--- src/rtl/spi_regwr_pkg.sv ---
package spi_regwr_pkg;
  localparam int unsigned ADDR_BITS  = 8;
  localparam int unsigned DATA_BITS  = 8;
  localparam int unsigned FRAME_BITS = ADDR_BITS + DATA_BITS;

  // Address field sits in the first-sent (upper) bits of a frame
  function automatic logic [ADDR_BITS-1:0] frame_addr(input logic [FRAME_BITS-1:0] f);
    return f[FRAME_BITS-1 -: ADDR_BITS];
  endfunction

  function automatic logic [DATA_BITS-1:0] frame_data(input logic [FRAME_BITS-1:0] f);
    return f[DATA_BITS-1:0];
  endfunction

  function automatic logic addr_in_range(input logic [ADDR_BITS-1:0] a, input int unsigned n);
    return 32'(a) < n;
  endfunction
endpackage

--- src/rtl/spi_bit_sync.sv ---
module spi_bit_sync #(
  parameter int unsigned STAGES  = 2,
  parameter logic        RST_VAL = 1'b0
) (
  input  logic clk,
  input  logic rst,
  input  logic d,
  output logic q
);
  logic [STAGES-1:0] pipe;

  always_ff @(posedge clk) begin
    if (rst) pipe <= {STAGES{RST_VAL}};
    else     pipe <= {pipe[STAGES-2:0], d};
  end

  assign q = pipe[STAGES-1];
endmodule

--- src/rtl/spi_frame_shift.sv ---
module spi_frame_shift
  import spi_regwr_pkg::*;
(
  input  logic                  clk,
  input  logic                  rst,
  input  logic                  cs_act,
  input  logic                  bit_stb,
  input  logic                  bit_in,
  output logic [FRAME_BITS-1:0] frame_q,
  output logic                  frame_done
);
  localparam int unsigned CNT_W = $clog2(FRAME_BITS);

  logic [CNT_W-1:0] cnt;
  logic             last_bit;
  logic             take;

  assign take     = cs_act && bit_stb;
  assign last_bit = (cnt == CNT_W'(FRAME_BITS - 1));

  always_ff @(posedge clk) begin
    if (rst) begin
      cnt        <= '0;
      frame_q    <= '0;
      frame_done <= 1'b0;
    end else begin
      frame_done <= take && last_bit;
      if (!cs_act) begin
        cnt <= '0;
      end else if (bit_stb) begin
        frame_q <= {frame_q[FRAME_BITS-2:0], bit_in};
        cnt     <= last_bit ? '0 : cnt + 1'b1;
      end
    end
  end

  p_cnt_clear_r5: assert property (@(posedge clk) disable iff (rst)
    !cs_act |=> (cnt == '0));

  p_shift_hold_r2: assert property (@(posedge clk) disable iff (rst)
    !bit_stb |=> $stable(frame_q));
endmodule

--- src/rtl/spi_reg_bank.sv ---
module spi_reg_bank
  import spi_regwr_pkg::*;
#(
  parameter int unsigned NUM_REGS = 12
) (
  input  logic                          clk,
  input  logic                          rst,
  input  logic                          we,
  input  logic [ADDR_BITS-1:0]          addr,
  input  logic [DATA_BITS-1:0]          data,
  output logic [NUM_REGS*DATA_BITS-1:0] q_flat
);
  for (genvar i = 0; i < NUM_REGS; i++) begin : g_reg
    logic [DATA_BITS-1:0] q_r;
    logic                 sel;

    assign sel = we && (addr == ADDR_BITS'(i));

    always_ff @(posedge clk) begin
      if (rst)      q_r <= '0;
      else if (sel) q_r <= data;
    end

    assign q_flat[i*DATA_BITS +: DATA_BITS] = q_r;

    p_write_lands_r6: assert property (@(posedge clk) disable iff (rst)
      (we && addr == ADDR_BITS'(i)) |=> (q_flat[i*DATA_BITS +: DATA_BITS] == $past(data)));

    p_hold_r4: assert property (@(posedge clk) disable iff (rst)
      !(we && addr == ADDR_BITS'(i)) |=> $stable(q_flat[i*DATA_BITS +: DATA_BITS]));
  end
endmodule

--- src/rtl/spi_regwr_slave.sv ---
module spi_regwr_slave
  import spi_regwr_pkg::*;
#(
  parameter int unsigned NUM_REGS    = 12,
  parameter int unsigned SYNC_STAGES = 2
) (
  input  logic                          clk,
  input  logic                          rst,
  input  logic                          sck_in,
  input  logic                          csn_in,
  input  logic                          sdi_in,
  output logic [NUM_REGS*DATA_BITS-1:0] regs_out,
  output logic                          wr_stb,
  output logic [ADDR_BITS-1:0]          wr_addr,
  output logic [DATA_BITS-1:0]          wr_data
);
  // Index 0 = sck, 1 = csn, 2 = sdi; all share the same delay
  localparam logic [2:0] IDLE_LEVELS = 3'b010;

  logic [2:0]            raw_in;
  logic [2:0]            sync_in;
  logic                  sck_prev;
  logic                  sck_fall;
  logic                  cs_act;
  logic [FRAME_BITS-1:0] frame_q;
  logic                  frame_done;

  assign raw_in = {sdi_in, csn_in, sck_in};

  for (genvar k = 0; k < 3; k++) begin : g_sync
    spi_bit_sync #(.STAGES(SYNC_STAGES), .RST_VAL(IDLE_LEVELS[k])) u_sync (
      .clk (clk),
      .rst (rst),
      .d   (raw_in[k]),
      .q   (sync_in[k])
    );
  end

  always_ff @(posedge clk) begin
    if (rst) sck_prev <= 1'b0;
    else     sck_prev <= sync_in[0];
  end

  assign sck_fall = sck_prev && !sync_in[0];
  assign cs_act   = !sync_in[1];

  spi_frame_shift u_shift (
    .clk        (clk),
    .rst        (rst),
    .cs_act     (cs_act),
    .bit_stb    (sck_fall),
    .bit_in     (sync_in[2]),
    .frame_q    (frame_q),
    .frame_done (frame_done)
  );

  assign wr_addr = frame_addr(frame_q);
  assign wr_data = frame_data(frame_q);
  assign wr_stb  = frame_done && addr_in_range(wr_addr, NUM_REGS);

  spi_reg_bank #(.NUM_REGS(NUM_REGS)) u_bank (
    .clk    (clk),
    .rst    (rst),
    .we     (wr_stb),
    .addr   (wr_addr),
    .data   (wr_data),
    .q_flat (regs_out)
  );

  p_stb_after_fall_r2: assert property (@(posedge clk) disable iff (rst)
    wr_stb |-> $past(sck_fall));

  p_stb_single_r6: assert property (@(posedge clk) disable iff (rst)
    wr_stb |=> !wr_stb);

  p_idle_no_stb_r8: assert property (@(posedge clk) disable iff (rst)
    $past(!cs_act) |-> !wr_stb);
endmodule

--- config.mk ---
export PLATFORM = sky130hd
export DESIGN_NAME = spi_regwr_slave
export DESIGN_NICKNAME = d
export VERILOG_FILES = /design/src/rtl/spi_regwr_pkg.sv /design/src/rtl/spi_bit_sync.sv /design/src/rtl/spi_frame_shift.sv /design/src/rtl/spi_reg_bank.sv /design/src/rtl/spi_regwr_slave.sv
export SDC_FILE = /design/constraint.sdc
export NUM_CORES = 1
export LEC_CHECK = 0
export CORE_MARGIN = 2
export CORE_UTILIZATION = 40
export CTS_CLUSTER_DIAMETER = 150
export DETAILED_ROUTE_END_ITERATION = 6
export DONT_BUFFER_PORTS = 1
export GPL_ROUTABILITY_DRIVEN = 0
export PLACE_DENSITY = 0.57
export REMOVE_ABC_BUFFERS = 1
export SYNTH_ARGS = -nofsm -noshare
export SYNTH_HDL_FRONTEND = slang
export SYNTH_SLANG_ARGS = --single-unit
--- constraint.sdc ---
create_clock -name clk -period 4.4 [get_ports clk]
set_clock_uncertainty 0.2 [all_clocks]
set_input_delay 1.1 -clock clk [delete_from_list [all_inputs] [get_ports clk]]
set_output_delay 1.1 -clock clk [all_outputs]
set_load 0.01 [all_outputs]
# Word-level counts from Yosys, hierarchy flattened
# Cells that the tools add are included.
[op_classes]
n_addsub = 1
magnitude_cmp = 1
n_eq_ne = 12
mux = 1
bitwise = 1
n_reduce_logical = 21
[ops]
columns = ["operator", "n"]
rows = [
  ["== test 8 x 3 -> 1 bit, second input constant", 4],
  ["== test 8 x 4 -> 1 bit, second input constant", 4],
  ["== test 8 x 2 -> 1 bit, second input constant", 2],
  ["logical AND 1 bit", 16],
  ["== test 8 x 1 -> 1 bit, second input constant", 1],
  ["zero test 8 bit", 1],
  ["< comparator 8 x 4 -> 1 bit, second input constant", 1],
  ["adder 4 x 1 -> 4 bit, second input constant", 1],
  ["== test 4 bit, second input constant", 1],
  ["2-to-1 mux 4 bit", 1],
  ["zero test 1 bit", 2],
  ["AND reduction 2 bit", 1],
  ["OR reduction 2 bit", 1],
  ["NOT 1 bit", 1],
]
[totals]
ff_bits = 124
inputBits = 5
elab_cells = 56

# Logic depth before layout (Yosys ltp)
[depth]
word_depth = 4
ltp_mapped = 6
mapped_depth_nobuf = 4

# Modules after synthesis
# A second synthesis with hierarchy kept.
[unflattened]
cells_unflattened = 454
hier_area_um2 = 4883.4
[by_module_without_submodules]
columns = ["module", "n_inst", "cells_each", "area_each_um2", "seq_area_each_um2"]
rows = [
  ["spi_reg_bank", 1, 343, 3878.7, 1921.8],
  ["spi_frame_shift", 1, 92, 794.5, 420.4],
  ["spi_bit_sync", 3, 4, 52.6, 40.0],
  ["spi_regwr_slave", 1, 7, 52.6, 20.0],
]

# Worst setup path after synthesis
# No wires, ideal clock.
[synth_timing]
path_type = "flip-flop to output port"
from = "register u_shift.frame_q[12]"
to = "output wr_stb"
t_arrival_ns = 1.294
required_ns = 3.100
slack_ns = 1.806
stages_incl_launch_ff = 5
n_path_buf = 1
path_cell_list = "dfxtp_1 > nor3_4 > buf_6 > nand3b_1 > a21oi_1"
[synth_between]
elab_chain_len = 2
[synth_rtl]
columns = ["element", "line_no", "text"]
rows = [
  ["start: declaration", "spi_frame_shift.sv:9", "output logic [FRAME_BITS-1:0] frame_q,"],
  ["start signal: assignment", "spi_frame_shift.sv:31", "frame_q <= {frame_q[FRAME_BITS-2:0], bit_in};"],
  ["< comparator 8 x 4 -> 1 bit", "spi_regwr_pkg.sv:16", "return 32'(a) < n;"],
  ["logical AND 1 bit", "spi_regwr_slave.sv:59", "assign wr_stb = frame_done && addr_in_range(wr_addr, NUM_REGS);"],
  ["end: declaration", "spi_regwr_slave.sv:13", "output logic wr_stb,"],
]
# Every way passes these cells.

# Final worst setup path
# Ends and elaborated chain as after synthesis.

==> results by group <==
Status
  • Status: complete, no violations

Timing
  • Final Max Slew Viols: 0
  • Final hold vios: 0
  • Least-Margin Pin Slew: 1060 ps
  • Max Fclk: 333 MHz
  • Slew HR: 0.280
  • Fin crit period: 3010 ps
  • Setup Viol. Count Final: 0
  • Final period utilization: 0.683
  • RSZ-0062 raised after global routing: false
  • Setup TNS: 0 ps
  • Final worst setup slack: 1390 ps

Worst setup path
  • Worst Setup Start Kind: register
  • Req. time, crit path: 3100 ps
  • Crit path DAT: 1710 ps
  • Crit path max fanout: 14
  • WP buf/inv: 1
  • Worst Setup End Kind: output pin
  • Slowest cell on crit path: dfxtp_1
  • Crit-path leading delay family: flip-flops
  • Crit path kind: reg -> out
  • Critical Path Max Stage Delay: 380 ps
  • Crit-path cells: nor3_4 > buf_4 > nand3b_1 > a21oi_1

GRT
  • Number of global-route vias before repair: 2,989
  • Total GRT Usage: 0.177
  • Initial antenna violation count: 0
  • Largest net degree at the start of global routing: 133
  • Grt ovf: 0
  • First-pass GRT wire length: 17,300 um

Floorplanning
  • Total core area: 12,000 um2
  • Die height: 115 um
  • Chip Width: 115 um
  • Die area: 13,300 um2
  • I/O Pins: 118
  • Starting density of the core: 0.411
  • Num rows: 40

Synth
  • Post-synth top area share: 0.503
  • Post-synth EDFFs: 0
  • Synth cell count leaders: dfxtp_1, nand2b_1, mux2i_1, nand2_1, clkbuf_1
  • Flop and latch count out of synthesis: 124
  • Seq/Total Area, Yosys: 0.503
  • Yosys top cell by area: dfxtp_1
  • Synth Flop Type: dfxtp_1
  • Cells after synthesis: 453
  • Post-synthesis async set-or-reset flop share: 0
  • Most frequent cell after synthesis: dfxtp_1
  • Yosys cell types: 30
  • Syn. warnings: 0
  • Mean Syn Cell Area: 10.9 um2
  • Post-synthesis cell area: 4940 um2
  • Main area contributors after synthesis: dfxtp_1, mux2i_1, nand2b_1

Routing
  • Via count: 3,048
  • Avg WL per Cell: 18.6 um
  • DRT iter0 DRCs: 129
  • DRC Markers: 0
  • DRT Pass-1 Iters: 4
  • Final WL: 11,200 um
  • Number of routed nets with antenna violations: 0
  • Vias per cell: 5.07

Pwr
  • Worst VDD drop: 263 uV
  • Leakage: 0.00241 uW
  • Internal: 2020 uW
  • Net Sw Power: 472 uW
  • Logic pwr share: 0.007
  • Reg power frac: 0.454
  • Total power: 2490 uW
  • Clk pwr share: 0.540
  • Pwr per Cell Area: 448 nW/um2
  • Switching share of power: 0.190

CTS
  • Post-CTS Hold Fix Bufs: 0
  • CTS clk-pin slew, worst paths: 50 ps
  • Post-CTS Resized: 0
  • Clock Tree Buf Depth: 2
  • CTS tree: done
  • Clk Latency, worst-skew pair: 410 ps
  • CTS root buf: clkbuf_16
  • H-tree levels: 4
  • Clk sinks: 124
  • # Post-CTS Setup Buffers: 0
  • Cts bufs inserted: 17

Run
  • Max-cap viol count: 0

Layout
  • Area Growth Syn to Fin: 12.5%
  • Diode count: 0
  • Layout cells sized above 1: 0.106
  • Final core utilization: 0.463
  • NumNets Final: 447

Place
  • Place WS: 1810 ps
  • Port Buf Inserts: 0
  • Detail Placement HPWL: 6900 um

Worst hold path
  • Min-delay worst type: reg -> reg
==> kinds of logic after synthesis <==
logic type,count (synthesis),share of synthesized area
XOR/XNOR,1,0.00177
flip-flops,124,0.503
AND/OR/NAND/NOR,177,0.243
adder cells (fa/ha/maj),1,0.00253
buffers and inverters,32,0.0307
multiplexers,97,0.197
AO/OA/AOI/OAI,21,0.0223
==> layout make-up <==
class | instances | area (um2)
timing repair buffer | 1 | 7.51
fill | 1114 | 6450
multi-input combinational | 297 | 2310
sequential | 124 | 2480
tap | 147 | 184
clock buffer | 25 | 485
clock inverter | 7 | 87.6
==> cell usage in the layout (no fill, tap or decap) <==
master        n
dfxtp_1     124
nor2_1        1
ha_1          1
nand3_1       2
nand4_4       3
mux2i_1      97
nor4bb_2      1
and3_1        1
nand2_1      34
clkinv_2      4
clkinvlp_4    1
o21ai_0       1
or2_2         2
xor2_1        1
nand3b_1      3
clkbuf_1      5
nor3_1        2
and4bb_2      1
clkbuf_8      3
nor2b_1       7
or3_1         1
clkbuf_16    17
nand3_4       8
nor3_4        1
nand2b_1    105
a21oi_1      18
bufinv_16     2
buf_4         1
nor4_1        1
nor4b_4       1
nor3b_2       1
or3b_2        2
a211oi_1      2
==> sequential cells by signal, summed over array words and instances, names as in the netlist <==
register	cells
g_sync.u_sync.pipe	6
sck_prev	1
u_bank.g.q_r	96
u_shift.cnt	4
u_shift.frame_done	1
u_shift.frame_q	16
==> power groups by stage <==
stage | logic (uW) | clock network (uW) | registers, uW
floorplan | 17.0 | 0 | 1150
finish | 16.7 | 1340 | 1130
CTS | 17.1 | 1380 | 1130
detailed placement | 17.1 | 0 | 1150
global placement | 17.0 | 0 | 1150
global route | 17.4 | 1440 | 1130
==> worst paths after layout <==
path                                          startpoint                  endpoint  slack, ps  depth (start not counted)
worst min-delay path            g_sync[1].u_sync.pipe[0]  g_sync[1].u_sync.pipe[1]        210                          1
worst min register to register  g_sync[1].u_sync.pipe[0]  g_sync[1].u_sync.pipe[1]        210                          1
worst max-delay path                 u_shift.frame_q[12]                    wr_stb       1390                          4
worst max register to register       u_shift.frame_q[10]    u_bank.g_reg[7].q_r[7]       2040                          3
==> per-layer routing <==
layer / GRT usage / vias up / share of wire
met5: 0 / - / 0
met4: 0.0627 / 0 / 0.013
met1: 0.222 / 1447 / 0.45
li1: - / 1493 / -
met3: 0.0833 / 13 / 0.086
met2: 0.267 / 95 / 0.45
==> stage by stage <==
stage | std cells | cell area [um2] | hold WS, ps
floorplan | 421 | 4790 | 189
global placement | 569 | 4980 | 196
detailed placement | 569 | 4980 | 196
CTS | 601 | 5560 | 209
global route | 601 | 5560 | 223
finish | 601 | 5560 | 206
Note: power is estimated with default switching activity, not from simulation.
